$ cat config.mk
export PLATFORM = sky130hd
export DESIGN_NAME = sgl_offset_locator
export DESIGN_NICKNAME = d
export VERILOG_FILES = /design/src/rtl/sgl_pkg.sv /design/src/rtl/sgl_cmd_decode.sv /design/src/rtl/sgl_seg_walker.sv /design/src/rtl/sgl_offset_locator.sv
export SDC_FILE = /design/constraint.sdc
export NUM_CORES = 1
export LEC_CHECK = 0
export CORE_ASPECT_RATIO = 0.5
export CORE_MARGIN = 2
export CORE_UTILIZATION = 58
export CTS_CLUSTER_DIAMETER = 150
export DETAILED_ROUTE_END_ITERATION = 12
export PLACE_DENSITY = 0.94
export SETUP_SLACK_MARGIN = 0.02
export SYNTH_ARGS = -nofsm -noshare
export SYNTH_HDL_FRONTEND = slang
export SYNTH_HIERARCHICAL = 1
export SYNTH_SLANG_ARGS = --single-unit
$ cat constraint.sdc
create_clock -name clk -period 16.2 [get_ports clk]
set_clock_uncertainty 0.2 [all_clocks]
set_input_delay 1.62 -clock clk [delete_from_list [all_inputs] [get_ports clk]]
set_output_delay 1.62 -clock clk [all_outputs]
set_load 0.05 [all_outputs]
$ cat src/rtl/sgl_pkg.sv
package sgl_pkg;

   typedef enum logic [1:0] {
      ST_IDLE  = 2'd0,
      ST_WALK  = 2'd1,
      ST_DRAIN = 2'd2
   } sgl_state_e;

endpackage

$ cat src/rtl/sgl_cmd_decode.sv
module sgl_cmd_decode #(
   parameter int AW      = 64,
   parameter int OPTS_W  = 32,
   parameter int CNT_LSB = 16,
   parameter int TBL_OFS = 128,
   localparam int CW     = OPTS_W - CNT_LSB
) (
   input  logic [OPTS_W-1:0] opts,
   input  logic [AW-1:0]     base,
   output logic [CW-1:0]     count,
   output logic [AW-1:0]     tbl
);

   generate
      if (CNT_LSB < 0 || CNT_LSB >= OPTS_W) begin : g_bad_lsb
         $error("sgl_cmd_decode: CNT_LSB out of range");
      end
      if (CNT_LSB == 0) begin : g_whole
         assign count = opts;
      end else begin : g_slice
         logic [CNT_LSB-1:0] unused_low;
         assign unused_low = opts[CNT_LSB-1:0];
         assign count      = opts[OPTS_W-1:CNT_LSB];
      end
   endgenerate

   assign tbl = base + AW'(TBL_OFS);

endmodule

$ cat src/rtl/sgl_seg_walker.sv
module sgl_seg_walker #(
   parameter int AW = 64,
   parameter int LW = 22,
   parameter int SW = 38
) (
   input  logic          clk,
   input  logic          rst_n,
   input  logic          chk_en,
   input  logic          found,
   input  logic [SW-1:0] offset,
   input  logic [SW-1:0] sum,
   input  logic [AW-1:0] ent_addr,
   input  logic [LW-1:0] ent_cnt,
   output logic          take,
   output logic          emit,
   output logic [AW-1:0] seg_addr,
   output logic [LW:0]   seg_len,
   output logic [SW-1:0] sum_next
);

   logic [LW:0]   len;
   logic [SW:0]   reach;
   logic [SW-1:0] pos;

   generate
      if (SW <= LW) begin : g_bad_sw
         $error("sgl_seg_walker: SW must exceed LW");
      end
      if (AW <= SW) begin : g_bad_aw
         $error("sgl_seg_walker: AW must exceed SW");
      end
   endgenerate

   always_comb begin
      len   = {1'b0, ent_cnt} + (LW+1)'(1);
      reach = {1'b0, sum} + (SW+1)'(len);
      take  = !found && ({1'b0, offset} <= reach);
      emit  = found || take;
      pos   = offset - sum;
      if (take) begin
         seg_addr = ent_addr + {{(AW-SW){1'b0}}, pos};
         seg_len  = len - pos[LW:0];
      end else begin
         seg_addr = ent_addr;
         seg_len  = len;
      end
      sum_next = emit ? sum : reach[SW-1:0];
   end

   AST_POS_IN_ENTRY: assert property (@(posedge clk) disable iff (!rst_n)
      (chk_en && take) |-> (pos[SW-1:LW+1] == '0 && pos[LW:0] <= len));

   AST_SKIP_GROWS_SUM: assert property (@(posedge clk) disable iff (!rst_n)
      (chk_en && !emit) |-> (sum_next > sum));

endmodule

$ cat src/rtl/sgl_offset_locator.sv
module sgl_offset_locator
   import sgl_pkg::*;
#(
   parameter int AW      = 64,
   parameter int LW      = 22,
   parameter int OPTS_W  = 32,
   parameter int CNT_LSB = 16,
   parameter int TBL_OFS = 128,
   parameter int SW      = LW + OPTS_W - CNT_LSB
) (
   input  logic              clk,
   input  logic              rst_n,
   input  logic              cmd_valid,
   output logic              cmd_ready,
   input  logic [OPTS_W-1:0] cmd_opts,
   input  logic [AW-1:0]     cmd_tbl_base,
   input  logic [SW-1:0]     cmd_offset,
   output logic [AW-1:0]     tbl_addr,
   input  logic              ent_valid,
   output logic              ent_ready,
   input  logic [AW-1:0]     ent_addr,
   input  logic [LW-1:0]     ent_cnt,
   output logic              seg_valid,
   input  logic              seg_ready,
   output logic [AW-1:0]     seg_addr,
   output logic [LW:0]       seg_len,
   output logic              done,
   output logic              err,
   output logic [SW:0]       total
);

   localparam int CW = OPTS_W - CNT_LSB;

   generate
      if (SW < LW + CW) begin : g_bad_sum
         $error("sgl_offset_locator: SW too narrow for count times length");
      end
   endgenerate

   sgl_state_e    state_q;
   logic [CW-1:0] remain_q;
   logic [SW-1:0] offset_q;
   logic [SW-1:0] sum_q;
   logic          found_q;
   logic [SW:0]   total_q;
   logic          segv_q;
   logic [AW-1:0] sega_q;
   logic [LW:0]   segl_q;
   logic          done_q;
   logic          err_q;
   logic [AW-1:0] tbl_q;

   logic [CW-1:0] dec_count;
   logic [AW-1:0] dec_tbl;
   logic          w_take;
   logic          w_emit;
   logic [AW-1:0] w_addr;
   logic [LW:0]   w_len;
   logic [SW-1:0] w_sum;
   logic          ent_fire;
   logic          slot_free;

   sgl_cmd_decode #(
      .AW(AW), .OPTS_W(OPTS_W), .CNT_LSB(CNT_LSB), .TBL_OFS(TBL_OFS)
   ) u_dec (
      .opts  (cmd_opts),
      .base  (cmd_tbl_base),
      .count (dec_count),
      .tbl   (dec_tbl)
   );

   sgl_seg_walker #(.AW(AW), .LW(LW), .SW(SW)) u_walk (
      .clk      (clk),
      .rst_n    (rst_n),
      .chk_en   (ent_fire),
      .found    (found_q),
      .offset   (offset_q),
      .sum      (sum_q),
      .ent_addr (ent_addr),
      .ent_cnt  (ent_cnt),
      .take     (w_take),
      .emit     (w_emit),
      .seg_addr (w_addr),
      .seg_len  (w_len),
      .sum_next (w_sum)
   );

   assign slot_free = !segv_q || seg_ready;
   assign ent_ready = (state_q == ST_WALK) && slot_free;
   assign ent_fire  = ent_valid && ent_ready;
   assign cmd_ready = (state_q == ST_IDLE);

   always_ff @(posedge clk) begin
      if (!rst_n) begin
         state_q  <= ST_IDLE;
         remain_q <= '0;
         offset_q <= '0;
         sum_q    <= '0;
         found_q  <= 1'b0;
         total_q  <= '0;
         segv_q   <= 1'b0;
         sega_q   <= '0;
         segl_q   <= '0;
         done_q   <= 1'b0;
         err_q    <= 1'b0;
         tbl_q    <= '0;
      end else begin
         done_q <= 1'b0;
         err_q  <= 1'b0;
         if (segv_q && seg_ready) begin
            segv_q <= 1'b0;
         end
         case (state_q)
            ST_IDLE: begin
               if (cmd_valid) begin
                  offset_q <= cmd_offset;
                  remain_q <= dec_count;
                  sum_q    <= '0;
                  found_q  <= 1'b0;
                  total_q  <= '0;
                  tbl_q    <= dec_tbl;
                  state_q  <= (dec_count == '0) ? ST_DRAIN : ST_WALK;
               end
            end
            ST_WALK: begin
               if (ent_fire) begin
                  remain_q <= remain_q - CW'(1);
                  sum_q    <= w_sum;
                  if (w_take) begin
                     found_q <= 1'b1;
                  end
                  if (w_emit) begin
                     segv_q  <= 1'b1;
                     sega_q  <= w_addr;
                     segl_q  <= w_len;
                     total_q <= total_q + (SW+1)'(w_len);
                  end
                  if (remain_q == CW'(1)) begin
                     state_q <= ST_DRAIN;
                  end
               end
            end
            ST_DRAIN: begin
               if (slot_free) begin
                  done_q  <= 1'b1;
                  err_q   <= !found_q;
                  state_q <= ST_IDLE;
               end
            end
            default: state_q <= ST_IDLE;
         endcase
      end
   end

   assign tbl_addr  = tbl_q;
   assign seg_valid = segv_q;
   assign seg_addr  = sega_q;
   assign seg_len   = segl_q;
   assign done      = done_q;
   assign err       = err_q;
   assign total     = total_q;

   AST_SEG_HOLD: assert property (@(posedge clk) disable iff (!rst_n)
      (seg_valid && !seg_ready) |=> (seg_valid && $stable(seg_addr) && $stable(seg_len)));

   AST_DONE_PULSE: assert property (@(posedge clk) disable iff (!rst_n)
      done |=> !done);

   AST_DONE_AFTER_SEGS: assert property (@(posedge clk) disable iff (!rst_n)
      done |-> !seg_valid);

   AST_ERR_QUIET: assert property (@(posedge clk) disable iff (!rst_n)
      err |-> (done && total == '0));

   AST_CMD_IDLE_ONLY: assert property (@(posedge clk) disable iff (!rst_n)
      ent_ready |-> !cmd_ready);

endmodule

==> qor.yml <==
status: "completed"
synthMuxAreaShare: 0.0122
die_h_um: 144
track_usage: 0.335
power_frac_clock: 0.198
crit_path_start_kind: "input pin"
r2r_cells: 29
synth-async-reset-ratio: 0
synth_cell_types: 102
syn2layout_area_growth_pct: 22.3
place.port_buffers: 403
synth_simple_gate_area_frac: 0.234
cts.clk_slew.worst_paths_ps: 70
rrSetupSlack_ps: 6700
yosysTopAreaCellShare: 0.255
irDropWorstVdd_v: 0.0000763
combPwrFrac: 0.565
slowest_delay_ps: 800
path_max_fanout: 98
worst_setup_path_end_kind: "register"
htreeDepth: 1
final_core_util: 0.716
tritoncts: "done"
worstPathRequired_ps: 16430
crit_buf_inv: 3
layout.cells.most_common: "nand2_1"
drt_first_iter_violations: 2164
avgSynthCellArea_sq_um: 7.56
power.leakage_nw: 10.8
crit_type: "input pin to register"
cts_hold_buf: 0
synth-edff-count: 0
yosysWarnings: 6
tightest_slew_ps: 1130
drc: 0
dp_hpwl_mm: 53.0
place_congestion: 0.959
via_per_inst: 6.04
min_period_ps: 11740
worstReg2RegEnd: "total[38]"
arrival_ps: 11980
drtPass1Iterations: 6
synth-compound-area-share: 0.241
seqPwrFrac: 0.236
grt_pass1_wl_mm: 111
drv_cap: 0
critical_path.startpoint: "ent_cnt[0]"
clock_sinks: 288
reg2reg_from: "sum_q[1]"
maxSlewViolCount: 0
fillers: 3028
overflow: 0
synth_top_area_cell: "dfxtp_1"
cp_num_cells: 34
crit_path_end: "total[38]"
dpl-instance-area_sq_um: 26800
holdWs_ps: 264
cts_setup_buffers: 0
start_util: 0.585
synthesis.nets: 3407
synth-seq-cells: 288
relSlewSlack: 0.244
intPower_mw: 1.85
path_delay_family: "compound AO/OA/AOI/OAI gates"
grt_start_max_net_pins: 143
cts_root_buf: "clkbuf_16"
io_pins: 420
clock_latency_ps: 590
cts-buffers-inserted: 28
syn-cell-area_sq_um: 22600
final-hold-violation-count: 0
rsz0062_at_grt: "false"
synth-main-ff-cell: "dfxtp_1"
mostFrequentLayoutCells: "nand2_1, clkdlybuf4s50_1, dfxtp_1"
wl_mm: 71.3
rows: 51
synth_top_family_by_area: "compound AO/OA/AOI/OAI gates"
drive_gt1_frac: 0.0382
synth-xor-area-share: 0.102
die-area_sq_um: 40700
p_sw_mw: 1.59
via_count: 23200
ctsResizeCount: 0
dieWidth_um: 283
core_area_sq_um: 38700
grt_antenna_before_repair: 3
postLayoutCellArea_sq_um: 27700
yosys-top-cells-area: "dfxtp_1, nand2_1, ha_1, a21boi_0, xnor2_1"
nets: 3697
min_period_over_period: 0.725
wl_per_cell_um: 18.6
first_global_vias: 21700
syn_inst: 2992
synth.yosys.seq_area_share: 0.255
cp_slowest_cell: "buf_4"
synth_fa_ha_area_frac: 0.107
fmax_mhz: 85.2
setup_violations: 0
power.density_nw_per_um2: 124
ant_nets: 0
hold_path.class: "register to register"
clockBufferDepth: 3
finalSetupTns_ps: 0
switching_share: 0.462
-- synth_stat cells (5+ instances only) --
library cell and instances:
a22oi_1 9, o21ai_0 156, and3_1 43, and4_1 7, o211ai_1 8, buf_2 23
and2_1 18, xnor2_1 161, or4_1 5, o21bai_1 20, nor4_1 19, or2_2 5
a41oi_1 6, dfxtp_1 288, o31ai_1 15, ha_1 185, nand4_1 53, o21ai_1 10
a211oi_1 7, a21o_1 67, o21ba_2 5, nand3_1 109, nand2b_1 24, a2111oi_0 5
a21oi_1 154, clkbuf_1 100, buf_4 25, nor2_1 129, inv_1 111, xor2_1 102
or3_1 14, a21boi_0 237, a31oi_1 18, o21a_1 22, nor2b_1 29, nor3_1 32
mux2i_1 22, nand2_1 634, fa_1 5
-- worst min path at each step --
stage | to | slack (ps) | start | cells past startpoint
final | tbl_addr[35] | 260 | tbl_addr[35] | 2
after global routing | seg_addr[45] | 290 | seg_addr[45] | 2
after CTS | seg_addr[45] | 270 | seg_addr[45] | 2
after detailed placement | seg_addr[45] | 260 | seg_addr[45] | 2
after global placement | seg_addr[44] | 250 | seg_addr[44] | 2
after floorplan | remain_q[8] | 240 | remain_q[8] | 2
-- metrics by stage --
stage	setup WS [ps]	std cells	power (mW)
floorplan	7300	2992	2.19
global placement	4360	3782	2.64
detailed placement	4280	3782	2.70
CTS	4850	3832	3.40
global route	3790	3833	3.64
finish	4460	3833	3.45
-- power groups by stage --
stage,Sequential [mW],Combinational (mW),Clock (mW)
floorplan,0.957,1.24,0
global placement,0.826,1.82,0
detailed placement,0.829,1.87,0
CTS,0.813,1.89,0.694
global route,0.820,2.10,0.722
finish,0.814,1.95,0.684
-- logic make-up (layout without fill, tap and decap cells) --
logic type                 count (synthesis)  count (layout)
AOI/OAI and AO/OA                        804             804
other                                      0               1
adders and majority gates                190             190
and+or+nand+nor                         1154            1154
xor gates and xnor gates                 263             263
DFF                                      288             288
buffers and inverters                    266             576
muxes                                     27              27
-- metal layers --
layer / GRT usage / share of wire / vias to the layer above / wire length (um)
met5: 0 / 0.00015 / - / 11
li1: - / - / 11000 / -
met4: 0.156 / 0.049 / 2 / 3510
met2: 0.564 / 0.46 / 1058 / 32600
met3: 0.0565 / 0.083 / 226 / 5900
met1: 0.423 / 0.41 / 10900 / 29200
-- flip-flops by register name, summed over array words and instances, names as in the netlist --
signal and count:
sum_q 38, seg_len 23, offset_q 38, found_q 1
done 1, seg_addr 64, seg_valid 1, state_q 2
remain_q 16, err 1, tbl_addr 64, total 39
-- cell type report --
type	count	area (sq um)	share of cell area
diodes	1	2.50	0.0000904
clock buffers	33	739	0.0267
clock inverters	17	186	0.00674
inverters	112	420	0.0152
multi-input cells	2438	15800	0.570
flip-flops and latches	288	5770	0.208
well taps	530	663	0.0240
repair buffers	414	4120	0.149
-- worst reg2reg max path: cells and delay by family (launching register included) --
kind | cells | cell delay (ps)
and+or+nand+nor | 8 | 1790
buffers and inverters | 2 | 1380
xor gates and xnor gates | 1 | 70
DFF | 1 | 340
muxes | 1 | 450
adders and majority gates | 3 | 960
AOI/OAI and AO/OA | 14 | 4180
Note: power is estimated with default switching activity, not from simulation.
